==> config.mk <==
export PLATFORM = sky130hd
export DESIGN_NAME = vlen_prefix_ctl
export DESIGN_NICKNAME = d
export VERILOG_FILES = /design/src/rtl/vlp_pkg.sv /design/src/rtl/vlp_field_decode.sv /design/src/rtl/vlp_len_compute.sv /design/src/rtl/vlp_len_regs.sv /design/src/rtl/vlen_prefix_ctl.sv
export SDC_FILE = /design/constraint.sdc
export NUM_CORES = 1
export LEC_CHECK = 0
export BUFFER_PORTS_ARGS = -buffer_cell sky130_fd_sc_hd__buf_2
export CAP_MARGIN = 25
export CORE_AREA = 2 2 89 91
export DETAILED_ROUTE_END_ITERATION = 7
export DIE_AREA = 0 0 91 93
export PLACE_DENSITY = 0.7
export SYNTH_ARGS = -nofsm -noshare
export SYNTH_HDL_FRONTEND = slang
export SYNTH_SLANG_ARGS = --single-unit
==> constraint.sdc <==
create_clock -name clk -period 4.1 [get_ports clk]
set_clock_uncertainty 0.1 [all_clocks]
set_input_delay 0.82 -clock clk [delete_from_list [all_inputs] [get_ports clk]]
set_output_delay 0.82 -clock clk [all_outputs]
set_load 0.05 [all_outputs]
==> src/rtl/vlp_pkg.sv <==
package vlp_pkg;
  localparam int FIELD_LSB = 48;
  localparam int FIELD_W   = 12;
  localparam int IDX_W     = 5;

  typedef struct packed {
    logic             one_off;
    logic [IDX_W-1:0] dest;
    logic [IDX_W-1:0] imm;
    logic             from_reg;
  } vlp_field_t;

  typedef enum logic [2:0] {
    K_NOP      = 3'd0,
    K_LOOP_IMM = 3'd1,
    K_LOOP_REG = 3'd2,
    K_ONE_OFF  = 3'd3,
    K_RESERVED = 3'd4,
    K_BAD_SRC  = 3'd5
  } vlp_kind_e;
endpackage

==> src/rtl/vlp_field_decode.sv <==
module vlp_field_decode
  import vlp_pkg::*;
(
  input  vlp_field_t      field_i,
  output vlp_kind_e       kind_o,
  output logic [IDX_W-1:0] dest_o,
  output logic [IDX_W-1:0] imm_o
);
  logic low_zero;
  assign low_zero = (field_i.imm == '0) && !field_i.from_reg;

  always_comb begin
    if (field_i.one_off)
      kind_o = K_ONE_OFF;
    else if (low_zero)
      kind_o = (field_i.dest == '0) ? K_NOP : K_RESERVED;
    else if (field_i.from_reg)
      kind_o = (field_i.imm == '0) ? K_BAD_SRC : K_LOOP_REG;
    else
      kind_o = K_LOOP_IMM;
  end

  assign dest_o = field_i.dest;
  assign imm_o  = field_i.imm;
endmodule

==> src/rtl/vlp_len_compute.sv <==
module vlp_len_compute
  import vlp_pkg::*;
#(
  parameter int XLEN = 64,
  parameter int VL_W = 8
) (
  input  vlp_kind_e        kind_i,
  input  logic [IDX_W-1:0] imm_i,
  input  logic [XLEN-1:0]  rs_val_i,
  input  logic [VL_W-1:0]  cur_maxvl_i,
  output logic             update_o,
  output logic             trap_o,
  output logic [VL_W-1:0]  new_vl_o,
  output logic [VL_W-1:0]  new_maxvl_o
);
  function automatic logic [VL_W-1:0] biased(input logic [IDX_W-1:0] v);
    return VL_W'({1'b0, v}) + VL_W'(1);
  endfunction

  function automatic logic [VL_W-1:0] cap(input logic [VL_W-1:0] v,
                                          input logic [VL_W-1:0] lim);
    return (v > lim) ? lim : v;
  endfunction

  function automatic logic [VL_W-1:0] from_reg(input logic [XLEN-1:0] v,
                                               input logic [VL_W-1:0] lim);
    if (v == '0)                          return VL_W'(1);
    if (v > {{(XLEN-VL_W){1'b0}}, lim})   return lim;
    return v[VL_W-1:0];
  endfunction

  always_comb begin
    update_o    = 1'b0;
    trap_o      = 1'b0;
    new_vl_o    = '0;
    new_maxvl_o = cur_maxvl_i;
    unique case (kind_i)
      K_LOOP_IMM: begin
        update_o = 1'b1;
        new_vl_o = cap(biased(imm_i), cur_maxvl_i);
      end
      K_LOOP_REG: begin
        update_o = 1'b1;
        new_vl_o = from_reg(rs_val_i, cur_maxvl_i);
      end
      K_ONE_OFF: begin
        update_o    = 1'b1;
        new_vl_o    = biased(imm_i);
        new_maxvl_o = biased(imm_i);
      end
      K_RESERVED, K_BAD_SRC: trap_o = 1'b1;
      default: ;
    endcase
  end
endmodule

==> src/rtl/vlp_len_regs.sv <==
module vlp_len_regs #(
  parameter int VL_W = 8
) (
  input  logic            clk,
  input  logic            rst_n,
  input  logic            load_i,
  input  logic [VL_W-1:0] vl_d,
  input  logic [VL_W-1:0] maxvl_d,
  output logic [VL_W-1:0] vl_q,
  output logic [VL_W-1:0] maxvl_q
);
  always_ff @(posedge clk) begin
    if (!rst_n) begin
      vl_q    <= VL_W'(1);
      maxvl_q <= VL_W'(1);
    end else if (load_i) begin
      vl_q    <= vl_d;
      maxvl_q <= maxvl_d;
    end
  end
endmodule

==> src/rtl/vlen_prefix_ctl.sv <==
module vlen_prefix_ctl
  import vlp_pkg::*;
#(
  parameter int XLEN = 64,
  parameter int VL_W = 8
) (
  input  logic             clk,
  input  logic             rst_n,
  input  logic [63:0]      instr_i,
  input  logic             valid_i,
  input  logic [XLEN-1:0]  rs_data_i,
  output logic [IDX_W-1:0] rs_idx_o,
  output logic [VL_W-1:0]  vl_o,
  output logic [VL_W-1:0]  maxvl_o,
  output logic             wb_en_o,
  output logic [IDX_W-1:0] wb_idx_o,
  output logic [XLEN-1:0]  wb_data_o,
  output logic             illegal_o,
  output logic [3:0]       ext_hi_o
);
  vlp_field_t       field;
  vlp_kind_e        kind;
  logic [IDX_W-1:0] dest, imm;
  logic             update, trap, commit;
  logic [VL_W-1:0]  nxt_vl, nxt_maxvl;
  logic [47:0]      unused_low;

  assign field      = vlp_field_t'(instr_i[FIELD_LSB +: FIELD_W]);
  assign unused_low = instr_i[47:0];

  vlp_field_decode u_dec (
    .field_i (field),
    .kind_o  (kind),
    .dest_o  (dest),
    .imm_o   (imm)
  );

  vlp_len_compute #(.XLEN(XLEN), .VL_W(VL_W)) u_calc (
    .kind_i      (kind),
    .imm_i       (imm),
    .rs_val_i    (rs_data_i),
    .cur_maxvl_i (maxvl_o),
    .update_o    (update),
    .trap_o      (trap),
    .new_vl_o    (nxt_vl),
    .new_maxvl_o (nxt_maxvl)
  );

  assign commit = valid_i && update;

  vlp_len_regs #(.VL_W(VL_W)) u_regs (
    .clk     (clk),
    .rst_n   (rst_n),
    .load_i  (commit),
    .vl_d    (nxt_vl),
    .maxvl_d (nxt_maxvl),
    .vl_q    (vl_o),
    .maxvl_q (maxvl_o)
  );

  assign rs_idx_o  = imm;
  assign illegal_o = valid_i && trap;
  assign wb_en_o   = commit && (dest != '0);
  assign wb_idx_o  = dest;
  assign wb_data_o = {{(XLEN-VL_W){1'b0}}, nxt_vl};
  assign ext_hi_o  = instr_i[63:60];
endmodule

==> flow_metrics.env, run 1 <==
export IMPL_outcome="complete, no violations"
export IMPL_syn_inst=247
export IMPL_overflow=0
export IMPL_crit_start="instr_i[49]"
export IMPL_hold_buffers=0
export IMPL_clk_latency_ps=240
export IMPL_required_ps=3180
export IMPL_ios=227
export IMPL_drive_above_1_share_pct=48.80
export IMPL_grt_max_degree=16
export IMPL_synth_warnings=0
export IMPL_slew_headroom_pct=65.96
export IMPL_p_comb_share_pct=59.7
export IMPL_final_cell_mix="buf_2, conb_1, buf_4"
export IMPL_grt_pass1_wl_microns=9301
export IMPL_clkTransAtPathRegs_ps=60
export IMPL_die_h_microns=93
export IMPL_powerDensity_nw_per_um2=249.4
export IMPL_p_total_mw=0.7100
export IMPL_swShare_pct=49.98
export IMPL_cts_buffer_depth=2
export IMPL_p_switching_mw=0.3549
export IMPL_clock_root_buffer="clkbuf_8"
export IMPL_gp_congestion=0.8124
export IMPL_grt_usage_pct=13.25
export IMPL_fin_crit_sh_pct=98.20
export IMPL_worstPathArrival_ps=3110
export IMPL_maxSlewViolCount=0
export IMPL_synth_area_leaders="buf_4, dfxtp_1, ha_1"
export IMPL_num_antenna_cells=0
export IMPL_drtIter0Drc=50
export IMPL_power_internal_mw=0.3551
export IMPL_crit_fanout=8
export IMPL_place_inst=464
export IMPL_dp_hpwl_microns=5112
export IMPL_die_area_sq_um=8463
export IMPL_worst_slew_pin_slew_ps=508.7
export IMPL_cts_max_level=1
export IMPL_post_place_ws_ps=-264.0
export IMPL_power_frac_seq_pct=21.3
export IMPL_setup_violations=0
export IMPL_holdCritStartpoint="u_regs.vl_q[6]"
export IMPL_multi_input_area_sq_um=1496
export IMPL_viasPerCell=4.463
export IMPL_max_freq_mhz=248.4
export IMPL_clock_power_share_pct=19.0
export IMPL_nets=524
export IMPL_worst_setup_path_type="in2out"
export IMPL_timing_rr_start="u_regs.maxvl_q[1]"
export IMPL_synth_distinct_cells=42
export IMPL_hold_viol=0
export IMPL_synth_area_sq_um=1963
export IMPL_post_route_util_pct=37.82
export IMPL_synth_top_area_cell="buf_4"
export IMPL_drc_errors=0
export IMPL_cts_tree="built"
export IMPL_layout_commonest_cell="buf_2"
export IMPL_hold_class="reg2reg"
export IMPL_grt_pass1_vias=2023
export IMPL_ir_drop_mv=0.09905
export IMPL_fillers=779
export IMPL_seqCellArea_sq_um=280.3
export IMPL_setup_slack_ps=73.92
export IMPL_ys_ff_latch=14
export IMPL_antenna_found_initial=0
export IMPL_placement_rows=32
export IMPL_instances_no_fill=477
export IMPL_dr_pass1_iters=4
export IMPL_start_kind="input pin"
export IMPL_ant_nets=0
export IMPL_portBuffers=110
export IMPL_fin_crit_ps=4026
export IMPL_coreArea_sq_um=7527
export IMPL_syn_area_per_cell_sq_um=7.948
export IMPL_via_count=2129
export IMPL_synth_top_area_share_pct=28.30
export IMPL_cts_num_sinks=14
export IMPL_synth_seq_area_share_pct=14.28
export IMPL_end_kind="primary output"
export IMPL_cts_buffers=3
export IMPL_wl_per_cell_microns=12.74
export IMPL_leakage_nw=1.421
export IMPL_finalWirelength_microns=6075
export IMPL_die_w_microns=91
export IMPL_max_cap_violations=0
export IMPL_initial_core_util_pct=26.08
export IMPL_syn_to_final_growth_pct=45.00
kinds of logic (layout without fill, tap and decap cells):
kind of cell | count (synthesis) | in the layout | share of synthesized area (%)
buf+inv | 88 | 157 | 31.42
simple gates | 73 | 73 | 22.69
compound gates | 45 | 45 | 16.19
mux | 6 | 6 | 3.059
fa+ha+maj | 17 | 17 | 10.83
xor+xnor | 3 | 3 | 1.339
flops | 14 | 14 | 14.28
other cells | 1 | 60 | 0.1910
metal layers:
layer / vias up / track usage [%] / routed length, microns
met5: - / 0 / 0
met4: 0 / 3.030 / 110
met3: 6 / 3.465 / 564
met2: 124 / 23.09 / 2804
met1: 977 / 16.38 / 2594
li1: 1022 / - / -
sequential cells by signal, summed over array words and instances (netlist names):
signal          count
u_regs.vl_q         8
u_regs.maxvl_q      6
synthesized netlist by cell type (all sizes together):
cell type,instances
a2111o,1
a21boi,1
a21o,2
a21oi,6
a311o,1
a31o,2
a31oi,11
and3,9
and4,2
buf,76
clkbuf,2
conb,1
dfxtp,14
ha,17
inv,10
mux2i,6
nand2,8
nand2b,1
nand3,9
nand4,5
nor2,7
nor2b,8
nor3,3
nor3b,2
nor4,16
nor4b,1
nor4bb,1
o211ai,7
o21a,2
o21ai,10
o41a,1
o41ai,1
or4b,1
xnor2,2
xor2,1
path summary, 6_finish.rpt:
check / slack, ps / cells past startpoint / endpoint
hold reg to reg: 380 / 1 / u_regs.vl_q[6]
hold / removal: 380 / 1 / u_regs.vl_q[6]
setup reg to reg: 1590 / 8 / u_regs.vl_q[1]
setup / recovery: 70 / 11 / wb_data_o[1]
repair_timing:
item	in CTS	in global routing
pin swaps	7	11
setup endpoints to repair	7	7
resized for setup	27	22
buffers inserted	4	5
power by group through the flow:
stage	Clock (mW)	Sequential [mW]	Combinational [mW]
final	0.135	0.151	0.424
after global placement	0	0.154	0.373
after detailed placement	0	0.154	0.378
after CTS	0.139	0.151	0.403
after global routing	0.143	0.152	0.449
after floorplan	0	0.182	0.310
critical path, stage by stage:
cell      delay, ps
buf_4           130
inv_2            50
ha_1            140
or4b_4          500
ha_4            190
a311o_1         320
a31o_4          260
o21ai_4         240
o211ai_1        170
nand2_2         110
buf_6           160
stage by stage:
step / TNS [ps] / hold slack, ps / instance area (sq um)
after floorplan: 0 / 618.6 / 2208
after global placement: -1232 / 365.1 / 2487
after detailed placement: -1537 / 365.9 / 2487
after CTS: 0 / 384.3 / 2698
after global routing: -20.01 / 391.4 / 2846
final: 0 / 378.9 / 2846
cell type report:
cell class	instances	area share [%]
clock buffers	4	1.934
multi-input cells	204	52.57
well taps	102	4.484
inverters	10	1.495
flip-flops and latches	14	9.846
repair buffers	143	29.67
Power figures use the tool's default switching activity.
==> run 2: changes to the inputs <==
--- a/config.mk
+++ b/config.mk
@@ -11,6 +11,7 @@
 export DETAILED_ROUTE_END_ITERATION = 7
 export DIE_AREA = 0 0 91 93
 export PLACE_DENSITY = 0.7
+export RECOVER_POWER = 100
 export SYNTH_ARGS = -nofsm -noshare
 export SYNTH_HDL_FRONTEND = slang
 export SYNTH_SLANG_ARGS = --single-unit
==> run 2 against run 1 <==
  * Combinational power is 1% lower
  * Sequential share of layout area increased by 0.13 points
  * Sequential power about the same
  * Largest power group unchanged
  * Sequential cell count unchanged
  * Critical path type unchanged
  * Highest routed layer unchanged
==> flow_metrics.env, run 2 (synthesis results as in run 1) <==
export IMPL_outcome="complete, no violations"
export IMPL_fin_crit_sh_pct=98.21
export IMPL_layout_commonest_cell="buf_2"
export IMPL_finalWirelength_microns=6085
export IMPL_hold_slack_ps=381.4
export IMPL_post_route_util_pct=37.32
export IMPL_die_h_microns=93
export IMPL_grt_pass1_wl_microns=9301
export IMPL_required_ps=3180
export IMPL_largest_reg_flops=8
export IMPL_powerDensity_nw_per_um2=251.3
export IMPL_hold_class="reg2reg"
export IMPL_clk_latency_ps=240
export IMPL_wl_per_cell_microns=12.76
export IMPL_end_kind="primary output"
export IMPL_drive_above_1_share_pct=41.87
export IMPL_use_met2_pct=23.09
export IMPL_syn_to_final_growth_pct=43.08
export IMPL_viasPerCell=4.482
export IMPL_via_count=2138
export IMPL_worst_slew_pin_slew_ps=614.9
export IMPL_grt_max_degree=16
export IMPL_num_antenna_cells=0
export IMPL_slew_headroom_pct=59.18
export IMPL_drc_errors=0
export IMPL_grt_usage_pct=13.25
export IMPL_fin_crit_ps=4027
export IMPL_final_cell_mix="buf_2, conb_1, buf_4"
export IMPL_setup_violations=0
export IMPL_max_freq_mhz=248.3
export IMPL_drtIter0Drc=53
export IMPL_multi_input_area_sq_um=1496
export IMPL_die_w_microns=91
export IMPL_worstPathArrival_ps=3110
export IMPL_reg_top3="u_regs.vl_q x8, u_regs.maxvl_q x6"
export IMPL_gp_congestion=0.8124
export IMPL_hold_viol=0
export IMPL_grt_busiest_layer="met2"
export IMPL_dp_hpwl_microns=5112
export IMPL_antenna_found_initial=0
export IMPL_die_area_sq_um=8463
export IMPL_worst_setup_path_type="in2out"
export IMPL_initial_core_util_pct=26.08
export IMPL_grt_use_met3_pct=3.465
export IMPL_start_kind="input pin"
export IMPL_leakage_nw=1.335
export IMPL_seqCellArea_sq_um=280.3
export IMPL_nets=524
export IMPL_hold_buffers=0
export IMPL_cts_buffers=3
export IMPL_ant_nets=0
export IMPL_ir_drop_mv=0.09908
export IMPL_ios=227
export IMPL_dr_pass1_iters=4
export IMPL_max_cap_violations=0
export IMPL_fillers=788
export IMPL_cts_tree="built"
export IMPL_maxSlewViolCount=0
export IMPL_clkTransAtPathRegs_ps=60
export IMPL_overflow=0
export IMPL_cts_buffer_depth=2
export IMPL_clock_root_buffer="clkbuf_8"
export IMPL_p_total_mw=0.7058
export IMPL_met1_usage_pct=16.38
export IMPL_grt_pass1_vias=2023
export IMPL_cts_max_level=1
export IMPL_tns_ps=0
export IMPL_cts_num_sinks=14
export IMPL_portBuffers=110
export IMPL_crit_fanout=8
export IMPL_placement_rows=32
export IMPL_coreArea_sq_um=7527
export IMPL_top_register="u_regs.vl_q"
[run 2: cell types whose count changed in the layout (fill, tap and decap cells not counted), sizes merged]
cell,before,now
clkbuf,4,31
buf,143,116
[run 2: timing repair]
action,in CTS,in global routing
gates cloned,0,0
pin swaps,7,11
endpoints found under the hold margin,0,0
resized for setup,27,22
setup endpoints to repair,7,7
buffers inserted,4,5
[run 2: path summary, 6_finish.rpt]
check	cells past startpoint	slack, ps	startpoint	endpoint
worst max-delay path	11	70	instr_i[49]	wb_data_o[1]
worst min-delay path	1	380	u_regs.vl_q[6]	u_regs.vl_q[6]
worst max register to register	8	1590	u_regs.maxvl_q[1]	u_regs.vl_q[1]
worst min register to register	1	380	u_regs.vl_q[6]	u_regs.vl_q[6]
[run 2: area by class of cell]
class                           instances  share of cell area (%)
Tap cell                              102                   4.543
Clock buffer                            4                   1.960
Sequential cell                        14                   9.978
Inverter                               10                   1.514
Timing Repair Buffer                  143                   28.73
Multi-Input combinational cell        204                   53.27
[run 2: worst max-delay path: stages]
cell and delay (ps):
buf_4 130, inv_2 50, ha_1 140, or4b_4 500, ha_4 190, a311o_1 320, a31o_4 260, o21ai_4 240
o211ai_1 170, nand2_2 110, buf_6 160
[run 2: metrics by stage]
step	setup slack (ps)	instances	instance area, sq um
3_3_place_gp	-213.1	464	2487
5_1_grt	-20.01	477	2809
6_report	73.39	477	2809
3_5_place_dp	-264.0	464	2487
4_1_cts	10.41	472	2698
2_1_floorplan	11.20	306	2208
[run 2: report_power, final]
part,switching [mW],internal (mW)
clock network,0.0500,0.0851
registers,0.00684,0.145
logic,0.298,0.121
total,0.355,0.351
[run 2: metal layers]
layer,vias to the layer above,routed length [microns]
li1,1023,-
met1,983,2612
met2,126,2799
met3,6,563
met4,0,110
met5,-,0
